File: src/rtl/rxr_pkg.sv
package rxr_pkg;

  typedef enum logic [2:0] {
    ST_IDLE,
    ST_PROBE,
    ST_EXAM,
    ST_LEN_HI,
    ST_LEN_LO,
    ST_COPY,
    ST_CLOSE,
    ST_FLUSH
  } rxr_state_e;

  typedef enum logic [1:0] {
    AK_STAT,
    AK_MLEN0,
    AK_MLEN1,
    AK_DATA
  } rxr_akind_e;

  localparam logic [7:0] OWN_ONLY  = 8'h80;
  localparam logic [7:0] DONE_PAT  = 8'h03;
  localparam int         CRC_ALLOW = 4;

endpackage

File: src/rtl/rxr_lenfmt.sv
module rxr_lenfmt
  import rxr_pkg::*;
#(
  parameter int LEN_W     = 11,
  parameter int BUF_BYTES = 1544,
  parameter bit SWAP_MLEN = 1'b1
) (
  input  logic [LEN_W-1:0] len_i,
  output logic [LEN_W-1:0] store_cnt_o,
  output logic [7:0]       mlen_b0_o,
  output logic [7:0]       mlen_b1_o
);

  localparam logic [LEN_W-1:0] SLOT_MAX = LEN_W'(BUF_BYTES);

  logic [15:0] mlen;

  always_comb begin
    store_cnt_o = (len_i > SLOT_MAX) ? SLOT_MAX : len_i;
    mlen        = 16'(store_cnt_o) + 16'(CRC_ALLOW);
  end

  generate
    if (SWAP_MLEN) begin : g_swapped
      assign mlen_b0_o = mlen[15:8];
      assign mlen_b1_o = mlen[7:0];
    end else begin : g_native
      assign mlen_b0_o = mlen[7:0];
      assign mlen_b1_o = mlen[15:8];
    end
  endgenerate

endmodule

File: src/rtl/rxr_addr.sv
module rxr_addr
  import rxr_pkg::*;
#(
  parameter int RING_LOG    = 4,
  parameter int ADDR_W      = 24,
  parameter int LEN_W       = 11,
  parameter int BUF_BYTES   = 1544,
  parameter int DESC_STRIDE = 8,
  parameter int STAT_OFS    = 2,
  parameter int MLEN_OFS    = 6
) (
  input  logic [ADDR_W-1:0]   desc_base_i,
  input  logic [ADDR_W-1:0]   buf_base_i,
  input  logic [RING_LOG-1:0] idx_i,
  input  logic [LEN_W-1:0]    cnt_i,
  input  rxr_akind_e          kind_i,
  output logic [ADDR_W-1:0]   addr_o
);

  logic [ADDR_W-1:0] desc_addr;
  logic [ADDR_W-1:0] slot_addr;

  always_comb begin
    desc_addr = desc_base_i + ADDR_W'(idx_i) * ADDR_W'(DESC_STRIDE);
    slot_addr = buf_base_i + ADDR_W'(idx_i) * ADDR_W'(BUF_BYTES);
    unique case (kind_i)
      AK_STAT:  addr_o = desc_addr + ADDR_W'(STAT_OFS);
      AK_MLEN0: addr_o = desc_addr + ADDR_W'(MLEN_OFS);
      AK_MLEN1: addr_o = desc_addr + ADDR_W'(MLEN_OFS + 1);
      default:  addr_o = slot_addr + ADDR_W'(cnt_i);
    endcase
  end

endmodule

File: src/rtl/rxr_fsm.sv
module rxr_fsm
  import rxr_pkg::*;
#(
  parameter int RING_LOG  = 4,
  parameter int LEN_W     = 11,
  parameter int BUF_BYTES = 1544
) (
  input  logic                clk,
  input  logic                rst_n,
  input  logic                stop_i,
  input  logic                int_en_i,
  input  logic                hdr_valid_i,
  input  logic [LEN_W-1:0]    hdr_len_i,
  output logic                hdr_ready_o,
  input  logic                dat_valid_i,
  input  logic [7:0]          dat_byte_i,
  output logic                dat_ready_o,
  input  logic [7:0]          mem_rdata_i,
  input  logic [LEN_W-1:0]    store_cnt_i,
  input  logic [7:0]          mlen_b0_i,
  input  logic [7:0]          mlen_b1_i,
  output logic [LEN_W-1:0]    len_o,
  output logic [LEN_W-1:0]    cnt_o,
  output logic [RING_LOG-1:0] idx_o,
  output rxr_akind_e          kind_o,
  output logic                mem_req_o,
  output logic                mem_we_o,
  output logic [7:0]          mem_wdata_o,
  output logic [RING_LOG-1:0] ptr_o,
  output logic                done_o,
  output logic                irq_o,
  output logic                drop_o
);

  localparam int                 RING_N   = 1 << RING_LOG;
  localparam logic [RING_LOG-1:0] LAST_TRY = RING_LOG'(RING_N - 2);
  localparam logic [LEN_W-1:0]    SLOT_MAX = LEN_W'(BUF_BYTES);

  rxr_state_e          state_q, state_d;
  logic [RING_LOG-1:0] ptr_q, ptr_d;
  logic [RING_LOG-1:0] idx_q, idx_d;
  logic [RING_LOG-1:0] tries_q, tries_d;
  logic [LEN_W-1:0]    len_q, len_d;
  logic [LEN_W-1:0]    cnt_q, cnt_d;
  logic                last_byte;
  logic                owned;

  assign last_byte = (cnt_q == LEN_W'(len_q - LEN_W'(1)));
  assign owned     = (mem_rdata_i == OWN_ONLY);

  always_comb begin
    state_d     = state_q;
    ptr_d       = ptr_q;
    idx_d       = idx_q;
    tries_d     = tries_q;
    len_d       = len_q;
    cnt_d       = cnt_q;
    hdr_ready_o = 1'b0;
    dat_ready_o = 1'b0;
    mem_req_o   = 1'b0;
    mem_we_o    = 1'b0;
    mem_wdata_o = 8'h00;
    kind_o      = AK_STAT;
    done_o      = 1'b0;
    irq_o       = 1'b0;
    drop_o      = 1'b0;
    unique case (state_q)
      ST_IDLE: begin
        hdr_ready_o = 1'b1;
        if (hdr_valid_i) begin
          len_d   = hdr_len_i;
          cnt_d   = '0;
          idx_d   = ptr_q;
          tries_d = '0;
          if (!stop_i)                 state_d = ST_PROBE;
          else if (hdr_len_i != '0)    state_d = ST_FLUSH;
        end
      end
      ST_PROBE: begin
        mem_req_o = 1'b1;
        kind_o    = AK_STAT;
        state_d   = ST_EXAM;
      end
      ST_EXAM: begin
        if (owned) begin
          state_d = ST_LEN_HI;
        end else if (tries_q == LAST_TRY) begin
          drop_o  = 1'b1;
          state_d = (len_q == '0) ? ST_IDLE : ST_FLUSH;
        end else begin
          idx_d   = idx_q + 1'b1;
          tries_d = tries_q + 1'b1;
          state_d = ST_PROBE;
        end
      end
      ST_LEN_HI: begin
        mem_req_o   = 1'b1;
        mem_we_o    = 1'b1;
        kind_o      = AK_MLEN0;
        mem_wdata_o = mlen_b0_i;
        state_d     = ST_LEN_LO;
      end
      ST_LEN_LO: begin
        mem_req_o   = 1'b1;
        mem_we_o    = 1'b1;
        kind_o      = AK_MLEN1;
        mem_wdata_o = mlen_b1_i;
        state_d     = (len_q == '0) ? ST_CLOSE : ST_COPY;
      end
      ST_COPY: begin
        dat_ready_o = 1'b1;
        kind_o      = AK_DATA;
        mem_wdata_o = dat_byte_i;
        if (dat_valid_i) begin
          mem_req_o = (cnt_q < store_cnt_i);
          mem_we_o  = (cnt_q < store_cnt_i);
          cnt_d     = cnt_q + 1'b1;
          if (last_byte) state_d = ST_CLOSE;
        end
      end
      ST_CLOSE: begin
        mem_req_o   = 1'b1;
        mem_we_o    = 1'b1;
        kind_o      = AK_STAT;
        mem_wdata_o = DONE_PAT;
        done_o      = 1'b1;
        irq_o       = int_en_i;
        ptr_d       = ptr_q + 1'b1;
        state_d     = ST_IDLE;
      end
      ST_FLUSH: begin
        dat_ready_o = 1'b1;
        if (dat_valid_i) begin
          cnt_d = cnt_q + 1'b1;
          if (last_byte) state_d = ST_IDLE;
        end
      end
      default: state_d = ST_IDLE;
    endcase
  end

  always_ff @(posedge clk or negedge rst_n) begin
    if (!rst_n) begin
      state_q <= ST_IDLE;
      ptr_q   <= '0;
      idx_q   <= '0;
      tries_q <= '0;
      len_q   <= '0;
      cnt_q   <= '0;
    end else begin
      state_q <= state_d;
      ptr_q   <= ptr_d;
      idx_q   <= idx_d;
      tries_q <= tries_d;
      len_q   <= len_d;
      cnt_q   <= cnt_d;
    end
  end

  assign len_o = len_q;
  assign cnt_o = cnt_q;
  assign idx_o = idx_q;
  assign ptr_o = ptr_q;

  // a descriptor is claimed only right after its status read returned 0x80
  a_r2_claim_after_own: assert property (@(posedge clk) disable iff (!rst_n)
    (state_q == ST_LEN_HI) |-> $past((state_q == ST_EXAM) && (mem_rdata_i == OWN_ONLY)));

  // never more than 15 probes per frame
  a_r3_probe_bound: assert property (@(posedge clk) disable iff (!rst_n)
    (state_q == ST_PROBE) |-> (tries_q <= LAST_TRY));

  // no payload write beyond the slot size
  a_r6_slot_bound: assert property (@(posedge clk) disable iff (!rst_n)
    (mem_we_o && (kind_o == AK_DATA)) |-> (cnt_q < SLOT_MAX));

  // pointer steps by one on completion
  a_r8_ptr_step: assert property (@(posedge clk) disable iff (!rst_n)
    (state_q == ST_CLOSE) |=> (ptr_q == RING_LOG'($past(ptr_q) + 1'b1)));

  // pointer holds otherwise
  a_r8_ptr_hold: assert property (@(posedge clk) disable iff (!rst_n)
    (state_q != ST_CLOSE) |=> $stable(ptr_q));

  // a frame accepted while stopped makes no memory access
  a_r10_stop_silent: assert property (@(posedge clk) disable iff (!rst_n)
    (hdr_ready_o && hdr_valid_i && stop_i) |=> !mem_req_o);

endmodule

File: src/rtl/rxring_writer.sv
module rxring_writer
  import rxr_pkg::*;
#(
  parameter int RING_LOG    = 4,
  parameter int ADDR_W      = 24,
  parameter int LEN_W       = 11,
  parameter int BUF_BYTES   = 1544,
  parameter int DESC_STRIDE = 8,
  parameter int STAT_OFS    = 2,
  parameter int MLEN_OFS    = 6,
  parameter bit SWAP_MLEN   = 1'b1
) (
  input  logic                clk,
  input  logic                rst_n,
  input  logic                stop_i,
  input  logic                int_en_i,
  input  logic [ADDR_W-1:0]   desc_base_i,
  input  logic [ADDR_W-1:0]   buf_base_i,
  input  logic                hdr_valid_i,
  input  logic [LEN_W-1:0]    hdr_len_i,
  output logic                hdr_ready_o,
  input  logic                dat_valid_i,
  input  logic [7:0]          dat_byte_i,
  output logic                dat_ready_o,
  output logic                mem_req_o,
  output logic                mem_we_o,
  output logic [ADDR_W-1:0]   mem_addr_o,
  output logic [7:0]          mem_wdata_o,
  input  logic [7:0]          mem_rdata_i,
  output logic [RING_LOG-1:0] ring_ptr_o,
  output logic                rx_done_o,
  output logic                irq_o,
  output logic                drop_o
);

  logic [LEN_W-1:0]    len_w;
  logic [LEN_W-1:0]    cnt_w;
  logic [LEN_W-1:0]    store_cnt_w;
  logic [RING_LOG-1:0] idx_w;
  logic [7:0]          mlen_b0_w;
  logic [7:0]          mlen_b1_w;
  rxr_akind_e          kind_w;

  rxr_fsm #(
    .RING_LOG  (RING_LOG),
    .LEN_W     (LEN_W),
    .BUF_BYTES (BUF_BYTES)
  ) u_fsm (
    .clk         (clk),
    .rst_n       (rst_n),
    .stop_i      (stop_i),
    .int_en_i    (int_en_i),
    .hdr_valid_i (hdr_valid_i),
    .hdr_len_i   (hdr_len_i),
    .hdr_ready_o (hdr_ready_o),
    .dat_valid_i (dat_valid_i),
    .dat_byte_i  (dat_byte_i),
    .dat_ready_o (dat_ready_o),
    .mem_rdata_i (mem_rdata_i),
    .store_cnt_i (store_cnt_w),
    .mlen_b0_i   (mlen_b0_w),
    .mlen_b1_i   (mlen_b1_w),
    .len_o       (len_w),
    .cnt_o       (cnt_w),
    .idx_o       (idx_w),
    .kind_o      (kind_w),
    .mem_req_o   (mem_req_o),
    .mem_we_o    (mem_we_o),
    .mem_wdata_o (mem_wdata_o),
    .ptr_o       (ring_ptr_o),
    .done_o      (rx_done_o),
    .irq_o       (irq_o),
    .drop_o      (drop_o)
  );

  rxr_lenfmt #(
    .LEN_W     (LEN_W),
    .BUF_BYTES (BUF_BYTES),
    .SWAP_MLEN (SWAP_MLEN)
  ) u_lenfmt (
    .len_i       (len_w),
    .store_cnt_o (store_cnt_w),
    .mlen_b0_o   (mlen_b0_w),
    .mlen_b1_o   (mlen_b1_w)
  );

  rxr_addr #(
    .RING_LOG    (RING_LOG),
    .ADDR_W      (ADDR_W),
    .LEN_W       (LEN_W),
    .BUF_BYTES   (BUF_BYTES),
    .DESC_STRIDE (DESC_STRIDE),
    .STAT_OFS    (STAT_OFS),
    .MLEN_OFS    (MLEN_OFS)
  ) u_addr (
    .desc_base_i (desc_base_i),
    .buf_base_i  (buf_base_i),
    .idx_i       (idx_w),
    .cnt_i       (cnt_w),
    .kind_i      (kind_w),
    .addr_o      (mem_addr_o)
  );

endmodule

File: config.mk
export PLATFORM = sky130hd
export DESIGN_NAME = rxring_writer
export DESIGN_NICKNAME = d
export VERILOG_FILES = /design/src/rtl/rxr_pkg.sv /design/src/rtl/rxr_lenfmt.sv /design/src/rtl/rxr_addr.sv /design/src/rtl/rxr_fsm.sv /design/src/rtl/rxring_writer.sv
export SDC_FILE = /design/constraint.sdc
export NUM_CORES = 1
export LEC_CHECK = 0
export BUFFER_PORTS_ARGS = -buffer_cell sky130_fd_sc_hd__clkbuf_2
export CAP_MARGIN = 25
export CORE_ASPECT_RATIO = 0.7
export CORE_MARGIN = 2
export CORE_UTILIZATION = 35
export DETAILED_ROUTE_END_ITERATION = 8
export PLACE_DENSITY = 0.58
export RECOVER_POWER = 100
export SLEW_MARGIN = 30
export SYNTH_ARGS = -nofsm -noshare
export SYNTH_HDL_FRONTEND = slang
export SYNTH_SLANG_ARGS = --single-unit
File: constraint.sdc
create_clock -name clk -period 3.8 [get_ports clk]
set_clock_uncertainty 0.15 [all_clocks]
set_input_delay 0.19 -clock clk [delete_from_list [all_inputs] [get_ports clk]]
set_output_delay 0.19 -clock clk [all_outputs]
set_load 0.005 [all_outputs]
# After elaboration in Yosys (flattened, before gate mapping)
# Cells that the tools add are included.
dict set report word_totals {
  regBits 37
  latchBits 0
  ram_bits 0
  romBits 0
  input_bits 81
  n_memories 0
}
dict set report classes {
  add_sub_neg 12
  n_mul 1
  div_mod_pow 0
  magnitude_cmp 2
  n_eq_ne 21
  shift 0
  n_mux 37
  bitwise 0
  reduce_logical 13
}
# operator count
set op_table {}
lappend op_table {{one-hot mux 24 bit (3 select lines)} 1}
lappend op_table {{adder 24 x 3 -> 24 bit (second input constant)} 2}
lappend op_table {{two-way mux 11 bit} 3}
lappend op_table {{one-hot mux 8 bit (4 select lines)} 1}
lappend op_table {{two-way mux 3 bit} 10}
lappend op_table {{adder 24 x 11 -> 24 bit} 1}
lappend op_table {{adder 24 x 15 -> 24 bit} 1}
lappend op_table {{adder 24 x 2 -> 24 bit (second input constant)} 1}
lappend op_table {{adder 24 x 7 -> 24 bit} 1}
lappend op_table {{two-way mux 4 bit} 6}
lappend op_table {{one-hot mux 3 bit (8 select lines)} 1}
lappend op_table {{one-hot mux 11 bit (2 select lines)} 1}
lappend op_table {{one-hot mux 4 bit (2 select lines)} 2}
lappend op_table {{adder 11 x 3 -> 12 bit (second input constant)} 1}
lappend op_table {{adder 4 x 1 -> 4 bit (second input constant)} 3}
lappend op_table {{== test 3 bit (second input constant)} 4}
lappend op_table {{multiplier 4 x 8 -> 12 bit (second input constant)} 1}
lappend op_table {{adder 11 x 1 -> 11 bit (second input constant)} 1}
lappend op_table {{== test 11 bit} 1}
lappend op_table {{> comparator 11 bit (second input constant)} 1}
lappend op_table {{logical NOT 11 bit} 1}
lappend op_table {{< comparator 11 bit} 1}
lappend op_table {{nonzero test 11 bit} 1}
lappend op_table {{subtractor 11 x 1 -> 11 bit (second input constant)} 1}
lappend op_table {{23 further kinds} 39}

# Longest topological paths before layout
dict set report depth {
  word_depth 5
  ltp_mapped 16
  depth_no_buf 16
}

# Cells and area by module
# Synthesis repeated with hierarchy kept, for this count alone.
dict set report hier_totals {
  hier_cells 808
  area_unflattened_um2 6344.8
}
# mod n_inst cells_each area_per_inst_um2
set modules_own_cells {}
lappend modules_own_cells {rxr_addr 1 449 3331.9}
lappend modules_own_cells {rxr_fsm 1 310 2681.3}
lappend modules_own_cells {rxr_lenfmt 1 49 331.6}

# Worst setup path before layout
# No wires, ideal clock.
dict set report synth_path {
  path_kind {reg2out}
  from {register u_fsm.idx_q[0] (netlist: u_fsm.idx_o[0])}
  to {output port mem_addr_o[16]}
  t_arrival_ns 3.266
  t_required_ns 3.460
  setup_slack_ns 0.194
  stages_incl_launch_ff 11
  n_path_buf 0
  path_cell_list {dfrtp_1 -> ha_1 -> fa_1 -> a21o_1 -> a21oi_1 -> xnor2_1 -> nand4_1 -> or4b_1 -> nor4_1 -> a31oi_1 -> a32oi_1}
}
dict set report synth_via {
  elab_chain_len 4
}
# element line_no
set synth_lines {}
lappend synth_lines {{start: declaration} rxr_fsm.sv:41} ;# logic [RING_LOG-1:0] idx_q, idx_d;
lappend synth_lines {{start signal: assignment} rxr_fsm.sv:153} ;# idx_q <= idx_d;
lappend synth_lines {{multiplier 4 x 8 -> 12 bit} rxr_addr.sv:25} ;# slot_addr = buf_base_i + ADDR_W'(idx_i) * ADDR_W'(BUF_BYTES);
lappend synth_lines {{adder 24 x 15 -> 24 bit} rxr_addr.sv:25}
lappend synth_lines {{adder 24 x 11 -> 24 bit} rxr_addr.sv:30} ;# default: addr_o = slot_addr + ADDR_W'(cnt_i);
lappend synth_lines {{one-hot mux 24 bit (3 select lines) *} rxr_addr.sv:26} ;# unique case (kind_i)
lappend synth_lines {{end: declaration} rxring_writer.sv:27} ;# output logic [ADDR_W-1:0] mem_addr_o,
# Mark *: on every way between the ends. The rest lies on a longest branch, timed or not.

# Final worst setup path
dict set report layout_path {
  from {register u_fsm.idx_q[2] (netlist: u_fsm.idx_o[2])}
  to {output port mem_addr_o[16]}
}
# The elaborated chain is that of the path after synthesis.

==> metrics <==
EDFF count, synth 0; layout cells sized above 1 0.294; part of the power in the clock network 0.211; crit share post-route 1.02; first-pass GRT wire length 33.2 mm; Die H 113 um; Layout area overhead 32.5%; #FFs+latches synth 37; CTS Buf Count 5; Tot Pwr 2.08 mW; Final #Nets 1113; M1 WL 11.2 mm; upper clock frequency limit 257 MHz; hpwl dp 16.5 mm; Die W 160 um; CTS Root Cell clkbuf_16; CTS tree done; Final ANT Viol Nets 0; met2 routed WL 8.33 mm; # port buffers 123; DR top layer met4; Post-Syn Instances 800; Synth Warn # 0; final setup TNS -0.419 ns; initial antenna violation count 1; Layout Utilization 0.480; CTS clk-pin slew, worst paths 0.07 ns; failing checks capacitance limit, slew limit, setup timing; unrepaired setup endpoints after global routing yes; largest net degree at the start of global routing 38; status finished with violations; cell taking the most area after synthesis dfrtp_1; GRT Total Usage 0.230; commonest non-fill, non-tap cell in the layout clkbuf_2; Hold Crit Class input port to flip-flop; Sw Share 0.411; die footprint 18100 um2; wire per inst 17.9 um; Avg Vias per Cell 5.55; io pins 124; Synth top area share 0.155; Mapped Nets 945; Cell Rows 39; met3 WL 1.68 mm; DRT Wirelength 21.4 mm; CTS H-tree depth 2; minimum clock period after layout 3.89 ns; NetSw 0.853 mW; fillers 1720; TritonCTS Sinks 37; drt first-iter violations 621; Worst Max-Slew Pin Slew 2.18 ns; max_cap viols 1; sequential share of power 0.214; Rel. slew slack -0.452; WS Path Type flip-flop to primary output; Post-Layout Cell Count 1195; CP Max Fanout 4; Hold Vio Cnt, Final 0; worst skew pair latency 0.30 ns; top_reg_cell synth dfrtp_1; Data arrival, critical path 3.55 ns; power per cell area 262 nW/um2; via count 6628; Worst Setup Slack, final -0.0867 ns; final setup violation count 9; IR drop worst, VDD 0.155 mV; Synth async-reset ratio 1.00; DRC viols 0; combinational fraction of design power 0.576; most frequent cells in the layout 110 x clkbuf_2, 99 x nand2_1, 66 x nor2_1; critical-path cell list inv_2 > ha_4 > inv_2 > ha_4 > ha_4 > xor2_2 > ha_4 > ha_4 > a21oi_4 > nor2b_4 > nor4_2 > o311a_1 > nor3_4 > buf_12 > buf_4 > xnor2_1 > a32oi_1 > buf_2; Post-Place Cells 1163; CP required 3.46 ns; gpl congestion 0.942; Core Footprint 16500 um2; delay of the slowest critical-path stage 0.38 ns; post-synthesis sequential area ratio 0.155; synth top area cells dfrtp_1 16%, ha_1 12%, xnor2_1 7.6%; grt total ovfl 0; vias in the first global route 6099; startpoint types flip-flop; cell internal pwr 1.22 mW; Starting Density 0.362; TritonRoute pass-1 iters 8; CP Capture Type primary output; Mean Syn Cell Area 7.47 um2; Crit path top cell by count ha_4; deepest clock path buffer count 2; Leakage 3.42 nW; synth unique cells 75; synthesized cell area 5970 um2; pins over their slew limit 38; CP max stage cell dfrtp_1
-- registers in the layout, indices dropped and copies added (netlist names) --
register,count
u_fsm.cnt_o,11
u_fsm.len_o,11
u_fsm.idx_o,4
u_fsm.ptr_o,4
u_fsm.tries_q,4
u_fsm.state_q,3
-- routing by layer --
metal / GRT usage / vias to the layer above
met1: 0.379 / 3099
met5: 0 / -
met2: 0.315 / 268
met3: 0.0315 / 22
met4: 0.0312 / 0
li1: - / 3239
-- critical path: cells and delay by family (launching register included) --
family / cells / cell delay, ns
xor gates and xnor gates: 2 / 0.31
and+or+nand+nor: 3 / 0.26
adders and majority gates: 5 / 1.20
buffers and inverters: 5 / 0.51
DFF: 1 / 0.38
AOI/OAI and AO/OA: 3 / 0.58
-- area by class of cell --
type                       instances  area [um2]  share of cell area
timing repair buffer             201        1240               0.156
clock inverter                     3        25.0             0.00316
inverter                          31         116              0.0147
tap                              225         282              0.0356
antenna                            1        2.50            0.000316
multi-input combinational        692        5200               0.657
clock buffer                       5         125              0.0158
sequential                        37         927               0.117
-- Yosys cell counts (4+ instances only) --
cell,n
ha_1,55
o21ai_0,55
mux2_2,4
o22ai_1,9
nor2_1,67
buf_6,6
a211oi_1,8
or2_2,5
o31ai_1,4
a21oi_1,45
nand2b_1,11
a31oi_1,15
nor3_1,17
nor4_1,17
dfrtp_1,37
xor2_1,31
nor4b_1,6
and3_1,11
a211o_1,5
a22oi_1,4
nand3_1,35
a21o_1,12
nand4_1,16
and2_1,8
mux2i_1,7
o32ai_1,4
inv_1,31
clkbuf_1,23
o21bai_1,4
nand3b_1,4
clkbuf_8,4
nand2_1,101
nor2b_1,9
xnor2_1,52
fa_1,9
buf_2,5
or3_1,8
-- power by group through the flow --
| stage | combinational [mW] | clock (mW) | sequential [mW] |
|---|---|---|---|
| 6_report | 1.20 | 0.438 | 0.444 |
| 5_1_grt | 1.31 | 0.458 | 0.449 |
| 4_1_cts | 1.15 | 0.438 | 0.444 |
| 3_5_place_dp | 1.01 | 0 | 0.450 |
| 3_3_place_gp | 1.01 | 0 | 0.451 |
| 2_1_floorplan | 0.592 | 0 | 0.472 |
-- cells by family (layout without fill, tap and decap cells) --
logic type / Yosys count / after routing / share of synthesized area
buffers and inverters: 71 / 240 / 0.0599
AO/OA/AOI/OAI: 199 / 199 / 0.215
multiplexers: 11 / 11 / 0.0193
AND/OR/NAND/NOR: 335 / 335 / 0.284
adder cells (fa/ha/maj): 64 / 64 / 0.145
XOR/XNOR: 83 / 83 / 0.122
other: 0 / 1 / 0
flip-flops: 37 / 37 / 0.155
-- worst paths after layout --
check                                from          endpoint  slack, ns  cells after the start
max in group asynchronous           rst_n    u_fsm.idx_o[0]       1.17                      2
setup reg to reg           u_fsm.len_o[4]  u_fsm.state_q[1]       0.49                      8
hold / removal               hdr_len_i[0]    u_fsm.len_o[0]       0.02                      3
hold reg to reg            u_fsm.ptr_o[3]    u_fsm.ptr_o[3]       0.38                      1
min in group asynchronous           rst_n    u_fsm.cnt_o[2]       0.92                      2
setup / recovery           u_fsm.idx_o[2]    mem_addr_o[16]      -0.09                     18
-- stage by stage --
stage | worst slack [ns] | cell area, um2 | hold WS [ns]
finish | -0.0867 | 7910 | 0.0216
global route | -0.195 | 7910 | 0.0558
CTS | -0.121 | 7710 | 0.0144
detailed placement | -0.141 | 7040 | 0.0926
global placement | -0.102 | 7040 | 0.249
floorplan | 0.194 | 5970 | -0.256
-- repair_timing --
item,in CTS,in global routing
pin swaps,29,24
endpoints found under the setup margin,11,14
buffers inserted,10,4
cloned,0,0
gates resized for setup,61,49
hold endpoints to repair,46,0
hold buffers,10,0
No activity file was read; power rests on OpenSTA's default activity.
